<file path="src/rtl/ept_pkg.sv">
package ept_pkg;

    localparam int MPS_W = 11;
    localparam int TXF_W = 3;
    localparam int CFG_W = 23;

    typedef enum logic [1:0] {
        XF_BULK = 2'd0,
        XF_INTR = 2'd1,
        XF_ISO  = 2'd2,
        XF_RSVD = 2'd3
    } xfer_t;

    typedef enum logic [2:0] {
        RSP_NONE  = 3'd0,
        RSP_NAK   = 3'd1,
        RSP_STALL = 3'd2,
        RSP_DATA  = 3'd3,
        RSP_RECV  = 3'd4
    } rsp_t;

    // Packed MSB first: bit 0 is en, bits 22:12 are mps.
    typedef struct packed {
        logic [MPS_W-1:0] mps;
        logic [TXF_W-1:0] txf;
        logic             snoop;
        logic             stall;
        logic             nak;
        logic             odd;
        logic             tgl;
        xfer_t            typ;
        logic             act;
        logic             en;
    } ep_cfg_t;

    typedef struct packed {
        rsp_t             code;
        logic             data1;
        logic [TXF_W-1:0] txf;
        logic             crc_chk;
    } tok_rsp_t;

    function automatic logic ep_live(ep_cfg_t c);
        return c.en & c.act;
    endfunction

    function automatic logic ep_iso(ep_cfg_t c);
        return c.typ == XF_ISO;
    endfunction

endpackage

</file>
<file path="src/rtl/ep_cfg_bank.sv">
module ep_cfg_bank
    import ept_pkg::*;
#(
    parameter int NUM_EP = 5,
    parameter int EP_W   = 4
) (
    input  logic            clk,
    input  logic            rst,
    input  logic            wr_en,
    input  logic [EP_W-1:0] wr_ep,
    input  ep_cfg_t         wr_cfg,
    input  logic            flip_en,
    input  logic [EP_W-1:0] flip_ep,
    input  logic [EP_W-1:0] rd_a_ep,
    output ep_cfg_t         rd_a,
    input  logic [EP_W-1:0] rd_b_ep,
    output ep_cfg_t         rd_b
);

    ep_cfg_t regs [NUM_EP];

    // A write to the same endpoint overrides a toggle flip.
    always_ff @(posedge clk) begin
        for (int e = 0; e < NUM_EP; e++) begin
            if (rst) begin
                regs[e] <= '0;
            end else if (wr_en && wr_ep == EP_W'(e)) begin
                regs[e] <= wr_cfg;
            end else if (flip_en && flip_ep == EP_W'(e)) begin
                regs[e].tgl <= ~regs[e].tgl;
            end
        end
    end

    // Out-of-range reads return an all-zero (disabled) word.
    always_comb begin
        rd_a = '0;
        rd_b = '0;
        for (int e = 0; e < NUM_EP; e++) begin
            if (rd_a_ep == EP_W'(e)) rd_a = regs[e];
            if (rd_b_ep == EP_W'(e)) rd_b = regs[e];
        end
    end

endmodule

</file>
<file path="src/rtl/ep_tok_decide.sv">
module ep_tok_decide
    import ept_pkg::*;
#(
    parameter int NUM_TXF = 6,
    parameter int SPACE_W = 12
) (
    input  logic               dir_in,
    input  logic               ep_ok,
    input  ep_cfg_t            cfg,
    input  logic               frame_odd,
    input  logic [NUM_TXF-1:0] txf_ready,
    input  logic [SPACE_W-1:0] rx_space,
    output tok_rsp_t           rsp
);

    localparam int CMP_W = (SPACE_W > MPS_W) ? SPACE_W : MPS_W;

    logic fifo_rdy;
    logic space_ok;

    always_comb begin
        fifo_rdy = 1'b0;
        for (int i = 0; i < NUM_TXF; i++) begin
            if (cfg.txf == TXF_W'(i)) fifo_rdy = txf_ready[i];
        end
    end

    assign space_ok = CMP_W'(rx_space) >= CMP_W'(cfg.mps);

    // Priority: disabled, STALL, NAK, isochronous parity, FIFO state.
    always_comb begin
        rsp      = '0;
        rsp.code = RSP_NONE;
        if (ep_ok && ep_live(cfg)) begin
            if (cfg.stall) begin
                rsp.code = RSP_STALL;
            end else if (cfg.nak) begin
                rsp.code = RSP_NAK;
            end else if (ep_iso(cfg)) begin
                if (frame_odd == cfg.odd) begin
                    if (dir_in) begin
                        rsp.code = RSP_DATA;
                        rsp.txf  = cfg.txf;
                    end else begin
                        rsp.code    = RSP_RECV;
                        rsp.crc_chk = ~cfg.snoop;
                    end
                end
            end else if (dir_in) begin
                if (fifo_rdy) begin
                    rsp.code  = RSP_DATA;
                    rsp.data1 = cfg.tgl;
                    rsp.txf   = cfg.txf;
                end else begin
                    rsp.code = RSP_NAK;
                end
            end else begin
                if (space_ok) begin
                    rsp.code    = RSP_RECV;
                    rsp.data1   = cfg.tgl;
                    rsp.crc_chk = ~cfg.snoop;
                end else begin
                    rsp.code = RSP_NAK;
                end
            end
        end
    end

endmodule

</file>
<file path="src/rtl/ep_cmp_eval.sv">
module ep_cmp_eval
    import ept_pkg::*;
(
    input  logic    dir_in,
    input  logic    ep_ok,
    input  ep_cfg_t cfg,
    input  logic    crc_ok,
    input  logic    pid_odd,
    output logic    ack,
    output logic    keep,
    output logic    flip
);

    logic usable;
    logic good;
    logic unused_fields;

    assign unused_fields = ^{cfg.mps, cfg.txf, cfg.odd};

    assign usable = ep_ok & ep_live(cfg) & ~cfg.stall & ~cfg.nak;
    assign good   = crc_ok | cfg.snoop;

    always_comb begin
        ack  = 1'b0;
        keep = 1'b0;
        flip = 1'b0;
        if (dir_in) begin
            flip = usable & ~ep_iso(cfg);
        end else begin
            keep = usable & good;
            ack  = usable & good & ~ep_iso(cfg);
            flip = usable & good & ~ep_iso(cfg) & (pid_odd == cfg.tgl);
        end
    end

endmodule

</file>
<file path="src/rtl/ep_token_resp.sv">
module ep_token_resp
    import ept_pkg::*;
#(
    parameter int NUM_EP  = 5,
    parameter int EP_W    = 4,
    parameter int NUM_TXF = 6,
    parameter int SPACE_W = 12
) (
    input  logic               clk,
    input  logic               rst,
    input  logic               cfg_we,
    input  logic               cfg_dir,
    input  logic [EP_W-1:0]    cfg_ep,
    input  logic [CFG_W-1:0]   cfg_wdata,
    input  logic               tok_valid,
    input  logic               tok_dir,
    input  logic [EP_W-1:0]    tok_ep,
    input  logic               tok_frame_odd,
    input  logic [NUM_TXF-1:0] txf_ready,
    input  logic [SPACE_W-1:0] rx_space,
    input  logic               cmp_valid,
    input  logic               cmp_dir,
    input  logic [EP_W-1:0]    cmp_ep,
    input  logic               cmp_crc_ok,
    input  logic               cmp_pid_odd,
    output logic               rsp_valid,
    output logic [2:0]         rsp_code,
    output logic               rsp_data1,
    output logic [TXF_W-1:0]   rsp_txf,
    output logic               rsp_crc_chk,
    output logic               cmp_ack,
    output logic               cmp_keep
);

    localparam int NUM_DIR = 2;

    ep_cfg_t  tok_view [NUM_DIR];
    ep_cfg_t  cmp_view [NUM_DIR];
    ep_cfg_t  tok_cfg;
    ep_cfg_t  cmp_cfg;
    tok_rsp_t dec;
    logic     tok_ep_ok;
    logic     cmp_ep_ok;
    logic     c_ack;
    logic     c_keep;
    logic     c_flip;

    assign tok_ep_ok = int'(tok_ep) < NUM_EP;
    assign cmp_ep_ok = int'(cmp_ep) < NUM_EP;

    // Index 0 is the OUT bank, index 1 the IN bank.
    for (genvar d = 0; d < NUM_DIR; d++) begin : g_bank
        ep_cfg_bank #(
            .NUM_EP (NUM_EP),
            .EP_W   (EP_W)
        ) u_bank (
            .clk     (clk),
            .rst     (rst),
            .wr_en   (cfg_we && cfg_dir == 1'(d)),
            .wr_ep   (cfg_ep),
            .wr_cfg  (ep_cfg_t'(cfg_wdata)),
            .flip_en (cmp_valid && cmp_dir == 1'(d) && c_flip),
            .flip_ep (cmp_ep),
            .rd_a_ep (tok_ep),
            .rd_a    (tok_view[d]),
            .rd_b_ep (cmp_ep),
            .rd_b    (cmp_view[d])
        );
    end

    assign tok_cfg = tok_dir ? tok_view[1] : tok_view[0];
    assign cmp_cfg = cmp_dir ? cmp_view[1] : cmp_view[0];

    ep_tok_decide #(
        .NUM_TXF (NUM_TXF),
        .SPACE_W (SPACE_W)
    ) u_decide (
        .dir_in    (tok_dir),
        .ep_ok     (tok_ep_ok),
        .cfg       (tok_cfg),
        .frame_odd (tok_frame_odd),
        .txf_ready (txf_ready),
        .rx_space  (rx_space),
        .rsp       (dec)
    );

    ep_cmp_eval u_cmp (
        .dir_in  (cmp_dir),
        .ep_ok   (cmp_ep_ok),
        .cfg     (cmp_cfg),
        .crc_ok  (cmp_crc_ok),
        .pid_odd (cmp_pid_odd),
        .ack     (c_ack),
        .keep    (c_keep),
        .flip    (c_flip)
    );

    always_ff @(posedge clk) begin
        if (rst) begin
            rsp_valid   <= 1'b0;
            rsp_code    <= 3'd0;
            rsp_data1   <= 1'b0;
            rsp_txf     <= '0;
            rsp_crc_chk <= 1'b0;
            cmp_ack     <= 1'b0;
            cmp_keep    <= 1'b0;
        end else begin
            rsp_valid   <= tok_valid;
            rsp_code    <= tok_valid ? dec.code : 3'd0;
            rsp_data1   <= tok_valid & dec.data1;
            rsp_txf     <= tok_valid ? dec.txf : '0;
            rsp_crc_chk <= tok_valid & dec.crc_chk;
            cmp_ack     <= cmp_valid & c_ack;
            cmp_keep    <= cmp_valid & c_keep;
        end
    end

endmodule

</file>
<file path="config.mk">
export PLATFORM = sky130hd
export DESIGN_NAME = ep_token_resp
export DESIGN_NICKNAME = d
export VERILOG_FILES = /design/src/rtl/ept_pkg.sv /design/src/rtl/ep_cfg_bank.sv /design/src/rtl/ep_tok_decide.sv /design/src/rtl/ep_cmp_eval.sv /design/src/rtl/ep_token_resp.sv
export SDC_FILE = /design/constraint.sdc
export NUM_CORES = 1
export LEC_CHECK = 0
export BUFFER_PORTS_ARGS = -buffer_cell sky130_fd_sc_hd__clkbuf_2
export CAP_MARGIN = 30
export CORE_UTILIZATION = 39
export DETAILED_ROUTE_END_ITERATION = 7
export GPL_TIMING_DRIVEN = 0
export PLACE_DENSITY = 0.53
export SYNTH_ARGS = -nofsm -noshare
export SYNTH_HDL_FRONTEND = slang
export SYNTH_SLANG_ARGS = --single-unit
export TNS_END_PERCENT = 10
</file>
<file path="constraint.sdc">
create_clock -name clk -period 7.2 [get_ports clk]
set_input_delay 0.36 -clock clk [delete_from_list [all_inputs] [get_ports clk]]
set_output_delay 0.36 -clock clk [all_outputs]
set_load 0.05 [all_outputs]
</file>
== Yosys cells after proc, flatten, opt, wreduce, memory -nomap -nowiden ==
Memories as Yosys holds them, arrays and structs flattened.
Cells that the tools add are included.

* Bits in registers: 11
* RAM bits: 230
* Input port bits: 64
* Logic and storage cells: 265
* Memories kept: 2

{| class="wikitable"
|+ Memory list
! name !! depth !! width !! rd ports !! clocked after Yosys merged registers in !! write ports !! RTL line !! source
|-
| g_bank[0].u_bank.regs || 5 || 23 || 5 || 0 || 5 || ep_cfg_bank.sv:20 || <nowiki>ep_cfg_t regs [NUM_EP];</nowiki>
|-
| g_bank[1].u_bank.regs || 5 || 23 || 5 || 0 || 5 || ep_cfg_bank.sv:20 ||
|}

* Magnitude comparators: 3
* Eq/ne operators: 21
* Multiplexer cells: 144
* Bitwise operators: 52
* Reductions and logical operators: 34

{| class="wikitable"
|+ Operator list
! operator !! count
|-
| $mux 23 || 21
|-
| $mux 9 || 11
|-
| $mux 1 || 96
|-
| $logic_and 1x1->1 || 27
|-
| $eq 4x2->1 const B || 6
|-
| $or 1x1->1 || 21
|-
| $mux 3 || 6
|-
| $not 1->1 || 18
|-
| $mux 4 || 4
|-
| $mux 5 || 3
|-
| $and 1x1->1 || 13
|-
| $eq 4x1->1 const B || 3
|-
| $eq 4x3->1 const B || 3
|-
| $ge 12x11->1 || 1
|-
| $logic_not 4->1 || 3
|-
| $lt 4x3->1 const B || 2
|-
| $eq 3x2->1 const B || 2
|-
| $eq 3x3->1 const B || 2
|-
| $mux 2 || 3
|-
| $reduce_or 5->1 || 1
|-
| $eq 2x2->1 const B || 2
|-
| $reduce_or 4->1 || 1
|-
| $eq 3x1->1 const B || 1
|-
| $logic_not 3->1 || 1
|-
| 2 further kinds || 3
|}

== Longest topological paths before layout ==
* Depth after elaboration: 22
* Gate-level depth with buffers: 16
* Mapped depth without buffers: 12

== Modules after synthesis ==
Synthesis repeated with hierarchy kept, for this count alone.

* Cells, all modules: 1413
* Area, all modules: 14575.2 um2

{| class="wikitable"
|+ By module, submodules not included
! module !! times used !! cells an instance !! area each (um2) !! seq. area each (um2)
|-
| ep_cfg_bank (g_bank[0].u_bank) || 1 || 623 || 6510.0 || 3453.3
|-
| ep_cfg_bank (g_bank[1].u_bank) || 1 || 624 || 6482.5 || 3453.3
|-
| ep_token_resp || 1 || 83 || 1001.0 || 220.2
|-
| ep_tok_decide || 1 || 72 || 516.7 || 0.0
|-
| ep_cmp_eval || 1 || 11 || 65.1 || 0.0
|}

== Least setup slack after synthesis ==
No wires, ideal clock.

* Path kind: input -> register
* Start point: input tok_ep[1]
* End point: register rsp_code[0]
* Data arrival time: 3217 ps
* Required time: 7130 ps
* Setup slack: 3913 ps
* Stages on the path: 16
* Buffers on the path: 4
* Cell sequence: buf_6 > buf_2 > buf_2 > buf_2 > mux2_2 > a221oi_1 > or3_1 > o221ai_1 > ha_1 > nand2b_1 > a21o_1 > a21oi_1 > o21ai_0 > o21a_1 > or3_1 > a21oi_1

* Longest elaborated chain between the ends: 12

{| class="wikitable"
|+ RTL lines
! what !! RTL line !! source
|-
| start: declaration || ep_token_resp.sv:17 || <nowiki>input logic [EP_W-1:0] tok_ep,</nowiki>
|-
| $logic_not 4->1 || ep_cfg_bank.sv:40 || <nowiki>if (rd_a_ep == EP_W'(e)) rd_a = regs[e];</nowiki>
|-
| $mux 23 (5 in series) || ep_cfg_bank.sv:40 ||
|-
| $mux 23 || ep_token_resp.sv:71 || <nowiki>assign tok_cfg = tok_dir ? tok_view[1] : tok_view[0];</nowiki>
|-
| $ge 12x11->1 || ep_tok_decide.sv:28 || <nowiki>assign space_ok = CMP_W'(rx_space) >= CMP_W'(cfg.mps);</nowiki>
|-
| $mux 3 || ep_tok_decide.sv:58 || <nowiki>if (space_ok) begin</nowiki>
|-
| $mux 4 || ep_tok_decide.sv:49 || <nowiki>end else if (dir_in) begin</nowiki>
|-
| $mux 3 || ep_tok_decide.sv:39 || <nowiki>end else if (ep_iso(cfg)) begin</nowiki>
|-
| $mux 2 || ep_tok_decide.sv:37 || <nowiki>end else if (cfg.nak) begin</nowiki>
|-
| end signal: assignment || ep_token_resp.sv:109 || <nowiki>rsp_code <= tok_valid ? dec.code : 3'd0;</nowiki>
|-
| end: declaration || ep_token_resp.sv:27 || <nowiki>output logic [2:0] rsp_code,</nowiki>
|}

Parallel ways exist; a longest one is shown, timed or not.
A chain may end at the register's enable or synchronous reset.

== Final worst setup path ==
Ends and elaborated chain as after synthesis.

==> flow_metrics.tcl <==
set metrics [dict create \
    wire_per_inst_microns 24.61 \
    hp-start "cfg_wdata[10]" \
    root_buffer "clkbuf_16" \
    synthesis.area_sq_um 11420 \
    grt-ovfl-total 0 \
    drtAntennaViolNets 0 \
    initial_core_util 0.3967 \
    yosysSeqAreaShare 0.5980 \
    synth-compound-area-share 0.09985 \
    critPathKind "in -> reg" \
    fillers 2620 \
    layout_common_cells "220 x edfxtp_1, 214 x and2_1, 71 x clkbuf_2" \
    clock-skew-final_ns 0.01079 \
    cp_max_fo 10 \
    required_ns 7.65 \
    synth_xor_area_frac 0.0007672 \
    irDropWorstVdd_v 0.0001376 \
    r2r_cells 12 \
    num_rows 62 \
    fin_util 0.4630 \
    synthFlopType "edfxtp_1" \
    ys_types 68 \
    finalSetupViolations 0 \
    arrival_ns 4.70 \
    holdWs_ns 0.1769 \
    post_cts_resized 0 \
    syn_inst 882 \
    die_h_microns 173.1 \
    synth_edf_count 220 \
    antenna_found_initial 0 \
    area_delta_synth_final_pct 16.71 \
    grt_use_total 0.2312 \
    synth_nets 957 \
    postCtsHoldBufs 0 \
    num_vias 7676 \
    worst_hold_path.num_cells 2 \
    tns_ns 0 \
    end_kind "register" \
    grt_pass1_wl_microns 50270 \
    dp_hpwl_microns 23500 \
    finalCritPeriodShare 0.5905 \
    post-route-cell-area_sq_um 13320 \
    crit_slowest_cell "a21oi_1" \
    async_flop_share 0 \
    min_to "g_bank[1].u_bank.regs[2][10]" \
    r2r-start "g_bank[0].u_bank.regs[2][12]" \
    ys_warn_count 0 \
    max_stage_delay_ns 0.42 \
    r2r-end "rsp_code[0]" \
    synth_adder_area_share 0.01206 \
    die_area_sq_um 29960 \
    rsz0062_at_grt "no" \
    crit_path_start_kind "input port" \
    ctsLongestPathBuffers 3 \
    cts_buffers 27 \
    clock_sinks 231 \
    crit_path_frequent_cell "buf_2" \
    layout_commonest_cell "edfxtp_1" \
    clkTransAtPathRegs_ns 0.06 \
    fmax_mhz 235.2 \
    wirelength_microns 34310 \
    firstDrtPassIters 5 \
    power.density_nw_per_um2 238.0 \
    post_cts_buffers 0 \
    drive_gt1_frac 0.1875 \
    grt_max_degree 24 \
    power_mw 3.172 \
    drt-initial-drc-count 780 \
    gp_congestion 0.8195 \
    reg2reg_slack_ns 3.89 \
    max_slew_margin 0.3784 \
    clkLatencyLatePin_ns 0.53 \
    status "completed" \
    h-tree-depth 1 \
    crit_chain "clkbuf_2 > buf_6 > buf_2 > buf_2 > buf_2 > mux2_2 > a221oi_1 > or3_1 > o221ai_1 > ha_1 > nand2b_1 > a21o_1 > a21oi_1 > o21ai_0 > o21a_1 > or3_1 > a21oi_1" \
    cts_tree "built" \
    yosys.area_share.simple 0.1892 \
    hold_class "in -> reg" \
    worst_pin_slew_ns 0.9324 \
    io_buffer_count 71 \
    synth_top_family_by_area "simple AND/OR/NAND/NOR gates" \
    synth.mux.area_fraction 0.07168 \
    die_x_microns 173.1 \
    drt-vias-per-instance 5.506 \
    slew_violations 0 \
    drc_errors 0 \
    place_area_sq_um 12470 \
    hold_viol 0 \
    grt_pass1_vias 7539 \
    nets 1063 \
    leakagePower_nw 4.773 \
    drv_cap 0 \
    core_sq_um 28780 \
    synth-seq-cells 231 \
    period_needed_ns 4.252 \
    postSynthAreaPerCell_sq_um 12.94 \
    io_pins 75 \
]
## where the power goes
group          switching [mW]  internal [mW]  leakage [nW]
Sequential             0.0233           1.54          2.20
Combinational           0.180          0.106          2.16
Clock                   0.545          0.777         0.412
Total                   0.749           2.42          4.77
## synthesized netlist by cell type, types with 4 or more instances
cell type,instances,area share
a2111oi_0,4,0.0031
a211oi_1,7,0.0046
a21o_1,4,0.0026
a21oi_1,21,0.0092
a221o_1,4,0.0035
a221oi_1,11,0.0084
a22o_1,5,0.0038
a22oi_1,9,0.0059
a31oi_1,4,0.0022
and2_1,214,0.12
buf_2,14,0.0061
buf_6,5,0.0049
clkbuf_1,32,0.011
dfxtp_1,11,0.019
edfxtp_1,220,0.58
ha_1,11,0.012
inv_1,17,0.0056
mux2_2,4,0.0039
mux2i_1,21,0.018
mux4_2,25,0.049
nand2_1,36,0.012
nand2b_1,11,0.0060
nand3_1,16,0.0070
nand4_1,4,0.0022
nor2_1,34,0.011
nor2b_1,7,0.0038
nor3_1,11,0.0048
nor3b_1,13,0.0085
o211ai_1,6,0.0039
o21ai_0,22,0.0096
o21bai_1,5,0.0033
o22ai_1,4,0.0022
o31ai_1,9,0.0059
or3_1,4,0.0022
## per-layer routing
layer,GRT usage,wire (microns)
met5,0,0
met4,0.05088,591
met3,0.03320,2216
met2,0.3718,16040
met1,0.3318,15460
## logic make-up after synthesis
group                    count (synthesis)
AO/OA/AOI/OAI                          152
XOR/XNOR                                 1
adder cells (fa/ha/maj)                 11
buffers and inverters                   71
flip-flops                             231
multiplexers                            50
AND/OR/NAND/NOR                        366
## sequential cells by signal (all words and copies together) (netlist names)
name                count
cmp_ack                 1
cmp_keep                1
g_bank.u_bank.regs    220
rsp_code                3
rsp_crc_chk             1
rsp_data1               1
rsp_txf                 3
rsp_valid               1
## worst max-delay path: cells and delay by family
| kind | cells | cell delay, ns |
|---|---|---|
| AO/OA/AOI/OAI | 7 | 1.63 |
| adder cells (fa/ha/maj) | 1 | 0.30 |
| buffers and inverters | 5 | 1.32 |
| multiplexers | 1 | 0.38 |
| AND/OR/NAND/NOR | 3 | 0.69 |
## cell type report
type | instances | area, sq um | area share
diodes | 2 | 5.005 | 0.0003756
plain buffers | 54 | 261.5 | 0.01963
clock buffers | 40 | 774.5 | 0.05813
clock inverters | 9 | 76.32 | 0.005728
inverters | 17 | 63.81 | 0.004789
multi-input cells | 580 | 4323 | 0.3244
flip-flops and latches | 231 | 6827 | 0.5123
well taps | 384 | 480.5 | 0.03606
repair buffers | 77 | 513.0 | 0.03850
## through the flow
stage | setup WS, ns | std cells
3_5_place_dp | 2.419 | 1343
3_3_place_gp | 2.352 | 1337
5_1_grt | 2.869 | 1392
2_1_floorplan | 3.913 | 882
4_1_cts | 2.960 | 1392
6_report | 2.948 | 1394
## how the worst max path moves through the flow
stage / from / to / slack (ns) / depth (start not counted)
after detailed placement: tok_ep[1] / rsp_code[0] / 2.42 / 17
after global placement: tok_ep[1] / rsp_code[0] / 2.35 / 17
final: tok_ep[1] / rsp_code[0] / 2.95 / 17
after floorplan: tok_ep[1] / rsp_code[0] / 3.91 / 16
after global routing: tok_ep[1] / rsp_code[2] / 2.87 / 16
after CTS: tok_ep[1] / rsp_code[0] / 2.96 / 17
No activity file was read; power rests on OpenSTA's default activity.
